$ cat src/rtl/node_sig_search.sv
module node_sig_search #(
  parameter int N_NODES  = 8,
  parameter int N_STATES = 32
) (
  input  logic                          clk,
  input  logic                          rst_n,
  input  logic                          start,
  input  logic [N_NODES*N_STATES-1:0]   node_tbl,
  input  logic [N_STATES-1:0]           target,
  input  logic [N_STATES-1:0]           cmp_mask,
  input  logic [N_NODES-1:0]            excl,
  output logic                          busy,
  output logic                          done,
  output logic                          hit,
  output logic [1:0]                    kind,
  output logic [$clog2(N_NODES)-1:0]    node_a,
  output logic [$clog2(N_NODES)-1:0]    node_b
);
  localparam int IW = $clog2(N_NODES);
  localparam logic [IW-1:0] LASTI = IW'(N_NODES - 1);

  logic [1:0]          ph_q;
  logic [IW-1:0]       ca_q, cb_q;
  logic [N_STATES-1:0] tgt_q, msk_q, cand, va, vb;
  logic [N_NODES-1:0]  exq_q;
  logic                allowed, ok, last_single, final_cand;

  assign va = node_tbl[int'(ca_q)*N_STATES +: N_STATES];
  assign vb = node_tbl[int'(cb_q)*N_STATES +: N_STATES];

  always_comb begin
    case (ph_q)
      2'd0:    cand = va;
      2'd1:    cand = ~va;
      2'd2:    cand = va & vb;
      default: cand = va | vb;
    endcase
  end

  assign allowed     = !exq_q[ca_q] && (!ph_q[1] || !exq_q[cb_q]);
  assign ok          = allowed && (((cand ^ tgt_q) & msk_q) == '0);
  assign last_single = (ca_q == LASTI);
  assign final_cand  = (ph_q == 2'd3) && (ca_q == LASTI - IW'(1)) && (cb_q == LASTI);

  always_ff @(posedge clk or negedge rst_n) begin
    if (!rst_n) begin
      busy <= 1'b0; done <= 1'b0; hit <= 1'b0; kind <= '0;
      node_a <= '0; node_b <= '0;
      ph_q <= '0; ca_q <= '0; cb_q <= '0;
      tgt_q <= '0; msk_q <= '0; exq_q <= '0;
    end else if (!busy) begin
      if (start) begin
        busy <= 1'b1; done <= 1'b0; hit <= 1'b0; kind <= '0;
        node_a <= '0; node_b <= '0;
        ph_q <= '0; ca_q <= '0; cb_q <= '0;
        tgt_q <= target; msk_q <= cmp_mask; exq_q <= excl;
      end
    end else if (ok) begin
      busy <= 1'b0; done <= 1'b1; hit <= 1'b1; kind <= ph_q;
      node_a <= ca_q;
      node_b <= ph_q[1] ? cb_q : ca_q;
    end else if (final_cand) begin
      busy <= 1'b0; done <= 1'b1;
    end else begin
      case (ph_q)
        2'd0: if (last_single) begin ph_q <= 2'd1; ca_q <= '0; end
              else ca_q <= ca_q + IW'(1);
        2'd1: if (last_single) begin ph_q <= 2'd2; ca_q <= '0; cb_q <= IW'(1); end
              else ca_q <= ca_q + IW'(1);
        2'd2: ph_q <= 2'd3;
        default: begin
          ph_q <= 2'd2;
          if (cb_q == LASTI) begin
            ca_q <= ca_q + IW'(1);
            cb_q <= ca_q + IW'(2);
          end else cb_q <= cb_q + IW'(1);
        end
      endcase
    end
  end

  AST_BUSY_DONE_EXCL: assert property (@(posedge clk) disable iff (!rst_n) !(busy && done));
  AST_HIT_NEEDS_DONE: assert property (@(posedge clk) disable iff (!rst_n) hit |-> done);
  AST_HOLD_RESULT: assert property (@(posedge clk) disable iff (!rst_n)
    done && !start |=> done && $stable({hit, kind, node_a, node_b}));
  AST_PAIR_ORDER: assert property (@(posedge clk) disable iff (!rst_n)
    done && hit && kind[1] |-> node_a < node_b);
  AST_SINGLE_SAME: assert property (@(posedge clk) disable iff (!rst_n)
    done && hit && !kind[1] |-> node_a == node_b);
  AST_NO_EXCLUDED: assert property (@(posedge clk) disable iff (!rst_n)
    done && hit |-> !exq_q[node_a] && !exq_q[node_b]);
endmodule

$ cat config.mk
export PLATFORM = sky130hd
export DESIGN_NAME = node_sig_search
export DESIGN_NICKNAME = d
export VERILOG_FILES = /design/src/rtl/node_sig_search.sv
export SDC_FILE = /design/constraint.sdc
export NUM_CORES = 1
export LEC_CHECK = 0
export ABC_AREA = 1
export BUFFER_PORTS_ARGS = -buffer_cell sky130_fd_sc_hd__buf_2
export CAP_MARGIN = 20
export CORE_MARGIN = 5
export CORE_UTILIZATION = 45
export DETAILED_ROUTE_END_ITERATION = 10
export PLACE_DENSITY = 0.72
export SLEW_MARGIN = 20
export SYNTH_ARGS = -nofsm -noshare
export SYNTH_HDL_FRONTEND = slang
export SYNTH_SLANG_ARGS = --single-unit
$ cat constraint.sdc
create_clock -name clk -period 3.1 [get_ports clk]
set_input_delay 0.31 -clock clk [delete_from_list [all_inputs] [get_ports clk]]
set_output_delay 0.31 -clock clk [all_outputs]
set_load 0.005 [all_outputs]
Word level (Yosys, flattened, before mapping)
Cells that the tools add are included.
{"block": "totals", "latch_bits": 0, "ramBits": 0, "memories": 0, "wordCells": 101, "output_inout_bits": 11, "rom_bits": 0, "input_bits": 331, "ff_bits": 91}
{"block": "classes", "shifts": 2, "n_eq_ne": 15, "n_reduce_logical": 19, "div": 0, "n_bitwise": 6, "order_cmp": 2, "addsub": 3, "n_mul": 0, "n_mux": 42}
{"operator": "variable part select 256 x 9 -> 32 bit", "n": 2}
{"operator": "case mux 32 bit (3 select lines)", "n": 1}
{"operator": "bitwise AND 32 bit", "n": 2}
{"operator": "2-to-1 mux 3 bit", "n": 16}
{"operator": "logical NOT 32 bit", "n": 1}
{"operator": "NOT 32 bit", "n": 1}
{"operator": "bitwise OR 32 bit", "n": 1}
{"operator": "bitwise XOR 32 bit", "n": 1}
{"operator": "2-to-1 mux 2 bit", "n": 8}
{"operator": "AND reduction 5 bit", "n": 3}
{"operator": "2-to-1 mux 1 bit", "n": 12}
{"operator": "case mux 3 bit (2 select lines)", "n": 2}
{"operator": "== test 3 bit (second input constant)", "n": 3}
{"operator": "< comparator 3 x 4 -> 1 bit (second input constant)", "n": 2}
{"operator": "inequality test 2 bit (second input constant)", "n": 4}
{"operator": "adder 3 x 1 -> 3 bit (second input constant)", "n": 2}
{"operator": "binary-select mux 1 bit (select 3 bit)", "n": 2}
{"operator": "inequality test 3 bit (second input constant)", "n": 2}
{"operator": "case mux 2 bit (3 select lines)", "n": 1}
{"operator": "AND reduction 2 bit", "n": 3}
{"operator": "== test 2 bit (second input constant)", "n": 2}
{"operator": "logical AND 1 bit", "n": 4}
{"operator": "OR reduction 2 bit", "n": 2}
{"operator": "adder 3 x 2 -> 3 bit (second input constant)", "n": 1}
{"operator": "other kinds (9)", "n": 11}

Depth between registers and ports, before layout
{"block": "depth", "word_depth": 9, "mapped_depth": 22, "depth_no_buf": 20}

Worst setup path before layout
Ideal clock, no wire load.
{"block": "synth_timing", "path_type": "reg2reg", "start": "register ca_q[1]", "end": "register kind[0]", "arrival_ns": 2.123, "t_required_ns": 2.983, "setup_time_ns": 0.117, "path_buffers": 3, "synth_period_minus_slack_ns": 2.240, "path_stages_with_launch": 20, "setup_slack_ns": 0.860, "path_cell_list": "dfrtp_1 > buf_4 > inv_2 > buf_4 > buf_4 > o21ai_0 > o211ai_1 > o21ai_1 > inv_1 > nand2_1 > nand2_1 > nand2_1 > nand3_1 > nand2_1 > nor2_2 > nand3_4 > nand2_2 > inv_2 > nand2_1 > nand2_1"}
{"block": "synth_between", "elab_chain_len": 9, "elab_cells_between_ends": 15, "classes_between": "eq/ne: 1; shift: 1; mux: 3; bitwise: 5; reduce/logical: 5"}
{"item": "from (decl)", "line": "23", "rtl": "logic [IW-1:0] ca_q, cb_q;"}
{"item": "from (signal assigned)", "line": "67", "rtl": "else ca_q <= ca_q + IW'(1);"}
{"item": "from (signal assigned)", "line": "69", "rtl": "else ca_q <= ca_q + IW'(1);"}
{"item": "from (signal assigned)", "line": "74", "rtl": "ca_q <= ca_q + IW'(1);"}
{"item": "variable part select 256 x 9 -> 32 bit", "line": "28", "rtl": "assign va = node_tbl[int'(ca_q)*N_STATES +: N_STATES];"}
{"item": "bitwise OR 32 bit, or another cell as far along", "line": "36", "rtl": "default: cand = va | vb;"}
{"item": "case mux 32 bit (3 select lines)", "line": "32", "rtl": "case (ph_q)"}
{"item": "bitwise XOR 32 bit", "line": "41", "rtl": "assign ok = allowed && (((cand ^ tgt_q) & msk_q) == '0);"}
{"item": "bitwise AND 32 bit", "line": "41"}
{"item": "logical NOT 32 bit", "line": "41"}
{"item": "logical AND 1 bit (*)", "line": "41"}
{"item": "inequality test 2 x 1 -> 1 bit (no source line) (*)"}
{"item": "AND reduction 2 bit (no source line) (*)"}
{"item": "to (signal assigned)", "line": "47", "rtl": "busy <= 1'b0; done <= 1'b0; hit <= 1'b0; kind <= '0;"}
{"item": "to (signal assigned)", "line": "53", "rtl": "busy <= 1'b1; done <= 1'b0; hit <= 1'b0; kind <= '0;"}
{"item": "to (signal assigned)", "line": "59", "rtl": "busy <= 1'b0; done <= 1'b1; hit <= 1'b1; kind <= ph_q;"}
{"item": "to (decl)", "line": "15", "rtl": "output logic [1:0] kind,"}
Every way passes the cells marked *; elsewhere a longest branch is shown, timed or not. The select of a mux whose other input is x is not followed.
A chain may end at the register's enable or synchronous reset.

Worst setup path in the final report
{"block": "layout_timing", "start": "register ca_q[0]", "end": "register node_a[0]"}
{"block": "layout_between", "elab_chain_len": 9, "elab_cells_between_ends": 17, "classes_between": "eq/ne: 1; shift: 1; mux: 5; bitwise: 5; reduce/logical: 5"}
{"item": "variable part select 256 x 9 -> 32 bit", "line": "28"}
{"item": "bitwise OR 32 bit, or another cell as far along", "line": "36"}
{"item": "case mux 32 bit (3 select lines)", "line": "32"}
{"item": "bitwise XOR 32 bit", "line": "41"}
{"item": "bitwise AND 32 bit", "line": "41"}
{"item": "logical NOT 32 bit", "line": "41"}
{"item": "logical AND 1 bit", "line": "41"}
{"item": "inequality test 2 x 1 -> 1 bit (no source line)"}
{"item": "AND reduction 2 bit (no source line)"}
{"item": "to (signal assigned)", "line": "60", "rtl": "node_a <= ca_q;"}
{"item": "to (decl)", "line": "16", "rtl": "output logic [$clog2(N_NODES)-1:0] node_a,"}
Parallel ways exist; a longest one is shown, timed or not. The select of a mux whose other input is x is not followed.

==> flow_metrics.py <==
metrics = {
    "hold_path": {
        "hold_class": "in2async",
    },
    "logic_synthesis": {
        "synth_edf_count": 0,
        "synth_ff_type": "dfrtp_1",
        "synth_top_area_share_pct": 33.6,
        "yosysUniqueCellTypes": 29,
        "syn_area_mm2": 0.0109,
        "yosysTopAreaCell": "nand2_1",
        "yosysSeqAreaShare_pct": 20.9,
        "syn_area_per_cell_um2": 5.22,
        "syn_inst": 2083,
        "synth.ff_latch_count": 91,
        "syn-num-nets": 2419,
        "ys_top_cells_by_area": "nand2_1 34%, dfrtp_1 21%, nand3_1 17%, inv_1 7.9%, o21ai_0 3.8%",
        "synthArstFlopShare_pct": 100,
        "yosysMostFrequentCell": "nand2_1",
        "synth_commonest_cells": "974 x nand2_1, 359 x nand3_1, 229 x inv_1",
        "yosysWarningCount": 0,
    },
    "floorplan": {
        "fp.dieH_um": 165,
        "initial_core_util_pct": 46.0,
        "core_area_mm2": 0.0236,
        "ioPinCount": 342,
        "fp-row-count": 56,
        "die_area_mm2": 0.0274,
        "die-width_um": 165,
    },
    "worst_setup_path": {
        "crit_arrival_ns": 3.17,
        "worstPathRequired_ns": 3.33,
        "crit_path_end_kind": "flip-flop",
        "worstSetupStartpointType": "flip-flop",
        "critPathMaxFanout": 29,
        "critical_path_class": "reg2reg",
    },
    "routing": {
        "ant_nets": 0,
        "vias": 14800,
        "wirelength_mm": 49.1,
        "first_pass_iters": 6,
        "drt-initial-drc-count": 1729,
        "drc": 0,
        "wl_per_cell_um": 18.2,
        "via_per_inst": 5.47,
    },
    "pwr": {
        "ir_drop_mv": 0.550,
        "leakage_nw": 8.04,
        "power_density_mw_per_mm2": 1010,
    },
    "grt": {
        "grt_pass1_wl_mm": 73.9,
        "grt_overflow": 0,
        "grt_max_degree": 84,
        "first_global_vias": 14000,
        "grt_usage_pct": 34.4,
        "antenna_found_initial": 11,
    },
    "clock_tree": {
        "clkLatencyLatePin_ns": 0.35,
        "h-tree-depth": 3,
        "ctsHoldBuffers": 0,
        "numCtsBuffers": 9,
        "clock-sinks": 91,
        "cts_root_buf": "clkbuf_16",
        "clock_path_buffers": 2,
        "cts_tree": "done",
        "path_clk_slew_ns": 0.07,
    },
    "placed_design": {
        "dp.cells": 2672,
        "portBuffers": 341,
        "routabilityCongestion": 0.990,
        "place_hpwl_mm": 36.9,
    },
    "finish": {
        "drive_gt1_share_pct": 18.8,
        "fin_cells": 2703,
        "final_nets": 2706,
        "syn_to_final_growth_pct": 22.9,
    },
    "timing": {
        "slew_viol_final": 0,
        "fin_setup_tns_ns": 0,
        "finClkSkew_ns": 0.00835,
        "worst_pin_slew_ns": 0.749,
        "relSlewSlack_pct": 50.0,
        "fin_crit_ns": 2.94,
        "min_period_over_period_pct": 94.9,
        "rsz0062_at_grt": "false",
        "clock.fmax_mhz": 340,
        "setup_viol_count_final": 0,
        "finalHoldViolations": 0,
    },
    "flow_run": {
        "max-cap-violations": 0,
    },
    "run_status": {
        "status": "completed",
    },
}
## critical path, stage by stage, from the launching register on
cell and delay [ns]:
dfrtp_4 0.51, clkinv_8 0.17, buf_4 0.24, o21ai_0 0.19, nand3_1 0.10, o21ai_1 0.17, nand3b_1 0.18, nand2_1 0.10
nand2_1 0.06, nand3_1 0.07, nand2_1 0.07, nor2_1 0.08, nand2_1 0.10, nor2_4 0.18, nand3_4 0.20, nand2_2 0.18
inv_2 0.09, nand2_1 0.06, nand2_1 0.05
## layout make-up
cell class | count | area, um^2
antenna | 10 | 25.0
clock buffer | 10 | 229
clock inverter | 5 | 62.6
fill | 2533 | 10200
inverter | 235 | 907
multi-input combinational | 1625 | 7040
sequential | 91 | 2290
tap | 319 | 399
timing repair buffer | 408 | 2410
## kinds of logic after synthesis
logic type | count (synthesis) | synth area share, %
simple gates | 1483 | 57.2
fa+ha+maj | 5 | 0.575
flops | 91 | 20.9
compound gates | 137 | 6.81
buf+inv | 367 | 14.5
## registers in the layout (all words and copies together) (netlist names), 2 cells and up
| name | cells |
|---|---|
| node_a | 3 |
| msk_q | 32 |
| ca_q | 3 |
| ph_q | 2 |
| tgt_q | 32 |
| node_b | 3 |
| exq_q | 8 |
| cb_q | 3 |
| kind | 2 |
## routing by layer
layer / GRT usage [%] / routed length [um] / up-vias / share of wire, %
met2: 58.6 / 23400 / 854 / 48
met3: 7.02 / 4830 / 151 / 9.8
met1: 40.7 / 18300 / 6673 / 37
met5: 0 / 45 / - / 0.092
met4: 18.5 / 2520 / 6 / 5.1
li1: - / - / 7094 / -
## timing repair
action | CTS | global route
gates resized for setup | 0 | 17
setup buffers | 0 | 5
endpoints found under the setup margin | 0 | 18
## final timing paths
path / from / end / slack (ns) / depth (start not counted)
min: rst_n / exq_q[0] / 0.02 / 1
max: ca_q[0] / node_a[0] / 0.16 / 18
max reg2reg: ca_q[0] / node_a[0] / 0.16 / 18
max in group asynchronous: rst_n / msk_q[6] / 2.27 / 2
min in group clk: cmp_mask[24] / msk_q[24] / 0.16 / 3
min reg2reg: msk_q[5] / msk_q[5] / 0.50 / 2
## per-stage QoR
step	total power [mW]	setup slack [ns]	cell area [um^2]	util, %	hold WS (ns)
2_1_floorplan	9.00	0.860	10900	-	0.0144
3_3_place_gp	11.9	0.133	12900	54.8	0.414
3_5_place_dp	12.0	0.107	12900	54.8	0.421
4_1_cts	13.2	0.0639	13200	56.0	0.0475
5_1_grt	14.7	0.00751	13400	56.6	0.0642
6_report	13.5	0.159	13400	56.6	0.0188
## report_power, final
| group | internal [mW] | switching (mW) | total (mW) |
|---|---|---|---|
| logic | 3.48 | 6.68 | 10.2 |
| registers | 1.72 | 0.514 | 2.24 |
| clock network | 0.626 | 0.488 | 1.11 |
| total | 5.83 | 7.68 | 13.5 |
## cell usage in the layout, fill, tap and decap left out, drive strengths merged, types with 19 or more instances in the layout
cell    instances
inv           235
a21oi          19
nand3b         24
nor2           97
o211ai         19
buf           407
nand2         975
o21ai          96
dfrtp          91
nand4          24
nand3         361
No activity file was read; power rests on OpenSTA's default activity.
